### src/rtl/cbuf_pkg.sv
package cbuf_pkg;
  localparam int LVL_W = 5;

  typedef struct packed {
    logic             reserved;
    logic [LVL_W-1:0] level;
  } trig_t;

  // threshold by active-channel count (minus one) and trigger code
  function automatic trig_t trig_lookup(input logic [1:0] nch_m1, input logic [1:0] code);
    trig_t t;
    t.reserved = 1'b0;
    t.level    = '0;
    unique case (nch_m1)
      2'd0: case (code) 2'd0: t.level = 5'd1; 2'd1: t.level = 5'd4; 2'd2: t.level = 5'd8; default: t.level = 5'd14; endcase
      2'd1: case (code) 2'd0: t.level = 5'd2; 2'd1: t.level = 5'd4; 2'd2: t.level = 5'd8; default: t.level = 5'd12; endcase
      2'd2: case (code) 2'd0: t.level = 5'd3; 2'd1: t.level = 5'd6; 2'd2: t.level = 5'd9; default: t.level = 5'd12; endcase
      default: case (code)
        2'd0: t.level = 5'd4; 2'd1: t.level = 5'd8; 2'd2: t.level = 5'd12;
        default: t.reserved = 1'b1;
      endcase
    endcase
    return t;
  endfunction
endpackage

### src/rtl/cbuf_bus_if.sv
module cbuf_bus_if #(
  parameter int SYNC = 2
) (
  input  logic clk,
  input  logic rst_n,
  input  logic cs0_n,
  input  logic cs1,
  input  logic rd_n,
  input  logic wr_n,
  input  logic rw_combined,
  output logic rd_live,
  output logic pop_pulse,
  output logic wr_pulse
);
  logic frame, wr_live;
  logic [SYNC:0] rd_sh, wr_sh;

  assign frame   = !cs0_n && cs1;
  assign rd_live = rw_combined ? (frame && wr_n)  : (frame && !rd_n && wr_n);
  assign wr_live = rw_combined ? (frame && !wr_n) : (frame && !wr_n && rd_n);

  always_ff @(posedge clk or negedge rst_n) begin
    if (!rst_n) begin
      rd_sh <= '0;
      wr_sh <= '0;
    end else begin
      rd_sh <= {rd_sh[SYNC-1:0], rd_live};
      wr_sh <= {wr_sh[SYNC-1:0], wr_live};
    end
  end

  // pop on release of the read, load on start of the write
  assign pop_pulse = !rd_sh[SYNC-1] && rd_sh[SYNC];
  assign wr_pulse  = wr_sh[SYNC-1] && !wr_sh[SYNC];

  assert_single_pop_R8: assert property (@(posedge clk) disable iff (!rst_n)
    pop_pulse |=> !pop_pulse);
  assert_no_rw_overlap_R9: assert property (@(posedge clk) disable iff (!rst_n)
    wr_pulse |-> !pop_pulse);
endmodule

### src/rtl/cbuf_fifo.sv
module cbuf_fifo #(
  parameter int W     = 10,
  parameter int DEPTH = 16,
  localparam int AW   = $clog2(DEPTH),
  localparam int CW   = $clog2(DEPTH + 1)
) (
  input  logic          clk,
  input  logic          rst_n,
  input  logic          push_valid,
  output logic          push_ready,
  input  logic [W-1:0]  push_data,
  input  logic          pop,
  output logic [W-1:0]  head,
  output logic [CW-1:0] count,
  output logic          ovr,
  output logic          und
);
  logic [W-1:0]  mem [DEPTH];
  logic [AW-1:0] wp, rp;
  logic [W-1:0]  last_q;
  logic          empty, full, do_push, do_pop;

  assign empty      = (count == '0);
  assign full       = (count == CW'(DEPTH));
  assign push_ready = !full;
  assign do_push    = push_valid && !full;
  assign do_pop     = pop && !empty;
  assign head       = empty ? last_q : mem[rp];

  always_ff @(posedge clk) begin
    if (do_push) mem[wp] <= push_data;
  end

  always_ff @(posedge clk or negedge rst_n) begin
    if (!rst_n) begin
      wp <= '0; rp <= '0; count <= '0; last_q <= '0; ovr <= 1'b0; und <= 1'b0;
    end else begin
      if (do_push) wp <= (wp == AW'(DEPTH-1)) ? '0 : wp + 1'b1;
      if (do_pop) begin
        rp     <= (rp == AW'(DEPTH-1)) ? '0 : rp + 1'b1;
        last_q <= mem[rp];
      end
      count <= count + CW'(do_push) - CW'(do_pop);
      if (push_valid && full) ovr <= 1'b1;
      if (pop && empty)       und <= 1'b1;
    end
  end

  assert_no_overflow_R3: assert property (@(posedge clk) disable iff (!rst_n)
    (push_valid && full && !pop) |=> ($stable(count) && ovr));
  assert_count_bound_R3: assert property (@(posedge clk) disable iff (!rst_n)
    count <= CW'(DEPTH));
  assert_underflow_flag_R4: assert property (@(posedge clk) disable iff (!rst_n)
    (pop && empty) |=> und);
  assert_sticky_flags_R4: assert property (@(posedge clk) disable iff (!rst_n)
    $past(und) |-> und);
endmodule

### src/rtl/cbuf_ctrl.sv
module cbuf_ctrl #(
  parameter int CFG_W = 4
) (
  input  logic             clk,
  input  logic             rst_n,
  input  logic             wr_pulse,
  input  logic             addr,
  input  logic [CFG_W-1:0] wdata,
  output logic [1:0]       nch_m1,
  output logic [1:0]       trig_code,
  output logic             dav_low,
  output logic             rw_combined
);
  logic [1:0]       reg0;
  logic [CFG_W-1:0] reg1;

  always_ff @(posedge clk or negedge rst_n) begin
    if (!rst_n) begin
      reg0 <= '0;
      reg1 <= '0;
    end else if (wr_pulse) begin
      if (addr) reg1 <= wdata;
      else      reg0 <= wdata[1:0];
    end
  end

  assign nch_m1      = reg0;
  assign trig_code   = reg1[3:2];
  assign rw_combined = reg1[1];
  assign dav_low     = reg1[0];

  assert_cfg_hold_R9: assert property (@(posedge clk) disable iff (!rst_n)
    !wr_pulse |=> ($stable(reg0) && $stable(reg1)));
endmodule

### src/rtl/cbuf_top.sv
module cbuf_top #(
  parameter int W     = 10,
  parameter int DEPTH = 16,
  parameter int CFG_W = 4,
  parameter int SYNC  = 2,
  localparam int CW   = $clog2(DEPTH + 1)
) (
  input  logic             clk,
  input  logic             rst_n,
  input  logic             smp_valid,
  output logic             smp_ready,
  input  logic [W-1:0]     smp_data,
  input  logic             cs0_n,
  input  logic             cs1,
  input  logic             rd_n,
  input  logic             wr_n,
  input  logic             addr,
  input  logic [CFG_W-1:0] wdata,
  output logic [W-1:0]     rdata,
  output logic             rdata_oe,
  output logic             dav,
  output logic             ovr_flag,
  output logic             und_flag
);
  import cbuf_pkg::*;

  logic          pop_pulse, wr_pulse, rw_combined, dav_low, dav_hit;
  logic [1:0]    nch_m1, trig_code;
  logic [CW-1:0] count;
  trig_t         trig;

  cbuf_bus_if #(.SYNC(SYNC)) u_bus (
    .clk(clk), .rst_n(rst_n), .cs0_n(cs0_n), .cs1(cs1), .rd_n(rd_n), .wr_n(wr_n),
    .rw_combined(rw_combined), .rd_live(rdata_oe), .pop_pulse(pop_pulse), .wr_pulse(wr_pulse)
  );

  cbuf_ctrl #(.CFG_W(CFG_W)) u_ctrl (
    .clk(clk), .rst_n(rst_n), .wr_pulse(wr_pulse), .addr(addr), .wdata(wdata),
    .nch_m1(nch_m1), .trig_code(trig_code), .dav_low(dav_low), .rw_combined(rw_combined)
  );

  cbuf_fifo #(.W(W), .DEPTH(DEPTH)) u_fifo (
    .clk(clk), .rst_n(rst_n), .push_valid(smp_valid), .push_ready(smp_ready),
    .push_data(smp_data), .pop(pop_pulse), .head(rdata), .count(count),
    .ovr(ovr_flag), .und(und_flag)
  );

  assign trig    = trig_lookup(nch_m1, trig_code);
  assign dav_hit = !trig.reserved && (32'(count) >= 32'(trig.level));
  assign dav     = dav_hit ^ dav_low;

  assert_reserved_quiet_R6: assert property (@(posedge clk) disable iff (!rst_n)
    (nch_m1 == 2'd3 && trig_code == 2'd3) |-> (dav == dav_low));
  assert_empty_no_dav_R5: assert property (@(posedge clk) disable iff (!rst_n)
    (count == '0) |-> (dav == dav_low));
endmodule

### config.mk
export PLATFORM = sky130hd
export DESIGN_NAME = cbuf_top
export DESIGN_NICKNAME = d
export VERILOG_FILES = /design/src/rtl/cbuf_pkg.sv /design/src/rtl/cbuf_bus_if.sv /design/src/rtl/cbuf_fifo.sv /design/src/rtl/cbuf_ctrl.sv /design/src/rtl/cbuf_top.sv
export SDC_FILE = /design/constraint.sdc
export NUM_CORES = 1
export LEC_CHECK = 0
export ABC_CLOCK_PERIOD_IN_PS = 3550
export BUFFER_PORTS_ARGS = -buffer_cell sky130_fd_sc_hd__buf_2
export CORE_MARGIN = 2
export CORE_UTILIZATION = 35
export DETAILED_ROUTE_END_ITERATION = 10
export PLACE_DENSITY = 0.51
export SYNTH_ARGS = -nofsm -noshare
export SYNTH_HDL_FRONTEND = slang
export SYNTH_SLANG_ARGS = --single-unit
### constraint.sdc
create_clock -name clk -period 3.55 [get_ports clk]
set_input_delay 0.1775 -clock clk [delete_from_list [all_inputs] [get_ports clk]]
set_output_delay 0.1775 -clock clk [all_outputs]
set_load 0.02 [all_outputs]
==> metrics.yaml <==
wirelength_mm: 18.18
grt_antenna_before_repair: 0
timing.rr.start: "u_fifo.count[2]"
synth_top_area_share_pct: 57.39
yosys_warnings: 0
setup.worst_path.start_class: "flip-flop"
route.detailed.drc: 0
leakage_nw: 3.345
antenna_cells: 0
stdcell_count: 896
status: "complete, no violations"
use_met1_pct: 19.39
r2r_slack_ns: 0.69
grt_pass1_wl_mm: 27.95
yosys-top-cells-area: "edfxtp_1 57%, dfrtp_1 11%, mux4_2 8.1%, ha_1 3.0%, mux2i_1 2.5%"
grt_max_degree: 38
avgSynthCellArea_sq_um: 16.58
hold_end: "u_bus.rd_sh[0]"
syn-num-nets: 548
post_cts_resized: 0
cts-root-buf: "clkbuf_16"
synth_edf_count: 160
io_buffers: 36
synth.largest_area_cell: "edfxtp_1"
grt.busiest_layer: "met2"
hold_start: "wr_n"
cts-htree-levels: 4
hold_path.class: "in -> reg"
dpl.cell_count: 856
vias: 4543
grtUsageTotal_pct: 15.40
synth_area_sq_um: 8372
ys_ff_latch: 197
drt_iter0_drc: 266
clk_pin_slew_ns: 0.07
multi_input_comb_area_sq_um: 2406
grt_pass1_vias: 4844
fill_cells: 2127
drv_slew: 0
met3_usage_pct: 2.831
slew_headroom_pct: 27.76
max_slew.worst_pin.slew_ns: 1.084
crit_type: "reg -> out"
dp_hpwl_mm: 11.80
finalCriticalPeriod_ns: 3.023
register_area_sq_um: 5732
setup_ws_ns: 0.5265
viasPerCell: 5.070
clock_skew_ns: 0.009962
place.gp.congestion: 0.7599
pre_cts_ws_ns: 0.6840
max_freq_mhz: 330.7
r2r-end: "u_fifo.count[4]"
pin_count: 37
cts_buffer_depth: 2
postCtsHoldBufs: 8
drt_pass1_iterations: 4
hold_path_depth: 3
worstPathMaxFanout: 22
finalHoldViolations: 0
yosys.cell_count.top_type: "edfxtp_1"
synth-async-reset-ratio_pct: 18.78
grt-ovfl-total: 0
period_share_pct: 85.17
final_cell_area_sq_um: 9590
post_cts_buffers: 0
tns_ns: 0
setup-violations-final: 0
core-area_sq_um: 23470
grt_setup_unrepaired: "no"
p_per_area_nw_per_um2: 745.6
row_count: 56
drive_gt1_share_pct: 26.17
die_h_um: 158.7
synth_cells: 505
final_core_util_pct: 40.86
peakVddDrop_uv: 295.6
cts.sinks: 197
finalPower_mw: 7.151
nets: 607
reg2reg_depth: 14
syn2layout_area_growth_pct: 14.56
start_util_pct: 35.67
required_ns: 3.37
cts_buffers: 17
synth_ff_type: "edfxtp_1"
cts_tree: "done"
dieArea_sq_um: 25170
cp.arrival_ns: 2.85
synth.top_cells.by_count: "160 x edfxtp_1, 37 x dfrtp_1, 30 x mux4_2, 30 x nor2_1, 22 x nand2_1"
ant_nets: 0
cp-end-kind: "output pin"
use_met2_pct: 26.94
max_cap_violations: 0
wl_per_cell_um: 20.29
die_x_um: 158.7
clk_latency_ns: 0.42
finalHoldWorstSlack_ns: 0.03087
ys_seq_area_share_pct: 68.45
ys_types: 45
placed_cell_area_sq_um: 8977
## worst max-delay path, cell delays in order, from the launching register on
cell,delay (ns)
dfrtp_2,0.82
buf_4,0.36
mux2i_1,0.10
a221oi_1,0.30
o21ai_0,0.26
a31oi_1,0.33
buf_2,0.23
## sequential cells by signal, summed over array words and instances (netlist names)
name and flops:
u_ctrl.reg1 4, u_fifo.mem 160, u_fifo.rp 4, u_fifo.wp 4
u_fifo.ovr 1, u_ctrl.nch_m1 2, u_fifo.und 1, u_bus.rd_sh 3
u_fifo.count 5, u_bus.wr_sh 3, u_fifo.last_q 10
## cell usage in the layout, fill, tap and decap left out, types with 3 or more instances in the layout
cell	synthesis	final
ha_1	20	20
buf_4	3	23
o21ai_0	10	10
mux2i_1	21	21
edfxtp_1	160	160
mux4_2	30	30
nand2_1	22	22
clkbuf_16	0	17
inv_6	0	3
o211ai_1	12	12
nand3_1	15	15
xnor2_1	4	4
dfrtp_1	37	36
clkinv_2	0	3
a22oi_2	10	10
nor2b_1	4	4
o21ai_1	8	8
dlygate4sd3_1	0	8
nor2_1	30	30
nand2b_1	3	3
clkinvlp_4	0	4
a31oi_1	10	10
a21o_1	7	7
buf_2	5	36
a221oi_1	10	10
inv_1	17	17
a21oi_1	3	3
mux2_2	17	17
nor3_1	5	5
## final cells by class
cell class / count / area share, %
sequential: 197 / 59.77
inverter: 18 / 0.7045
tap: 319 / 4.162
clock inverter: 14 / 1.083
multi-input combinational: 262 / 25.09
timing repair buffer: 68 / 4.723
clock buffer: 18 / 4.475
## power by group
group | total [mW] | internal [mW] | switching [mW]
sequential | 3.13 | 2.83 | 0.300
combinational | 2.28 | 0.983 | 1.30
clock | 1.75 | 0.903 | 0.844
total | 7.15 | 4.71 | 2.44
## how the worst max path moves through the flow
| stage | endpoint | slack [ns] | cells after the start | from |
|---|---|---|---|---|
| after floorplan | u_fifo.count[4] | 0.72 | 16 | u_fifo.count[3] |
| after global placement | u_fifo.count[4] | 0.76 | 14 | u_fifo.count[3] |
| after detailed placement | u_fifo.count[4] | 0.68 | 14 | u_fifo.count[2] |
| after CTS | rdata[1] | 0.50 | 6 | u_fifo.rp[2] |
| after global routing | dav | 0.39 | 12 | u_ctrl.reg1[2] |
| final | rdata[1] | 0.53 | 6 | u_fifo.rp[2] |
## per-layer routing
metal  wire (um)  share of wire (%)  vias up
met3         652                3.6       12
li1            -                  -     2086
met4         202                1.1        0
met1        7962                 44     2342
met5           0                  0        -
met2        9366                 52      103
## cell families (layout without fill, tap and decap cells)
group | count (synthesis) | in the layout | share of synthesized area, %
fa+ha+maj | 21 | 21 | 3.228
mux | 68 | 68 | 12.87
compound gates | 77 | 77 | 6.905
buf+inv | 46 | 118 | 2.810
xor+xnor | 6 | 6 | 0.6277
simple gates | 90 | 90 | 5.111
flops | 197 | 197 | 68.45
No activity file was read; power rests on OpenSTA's default activity.
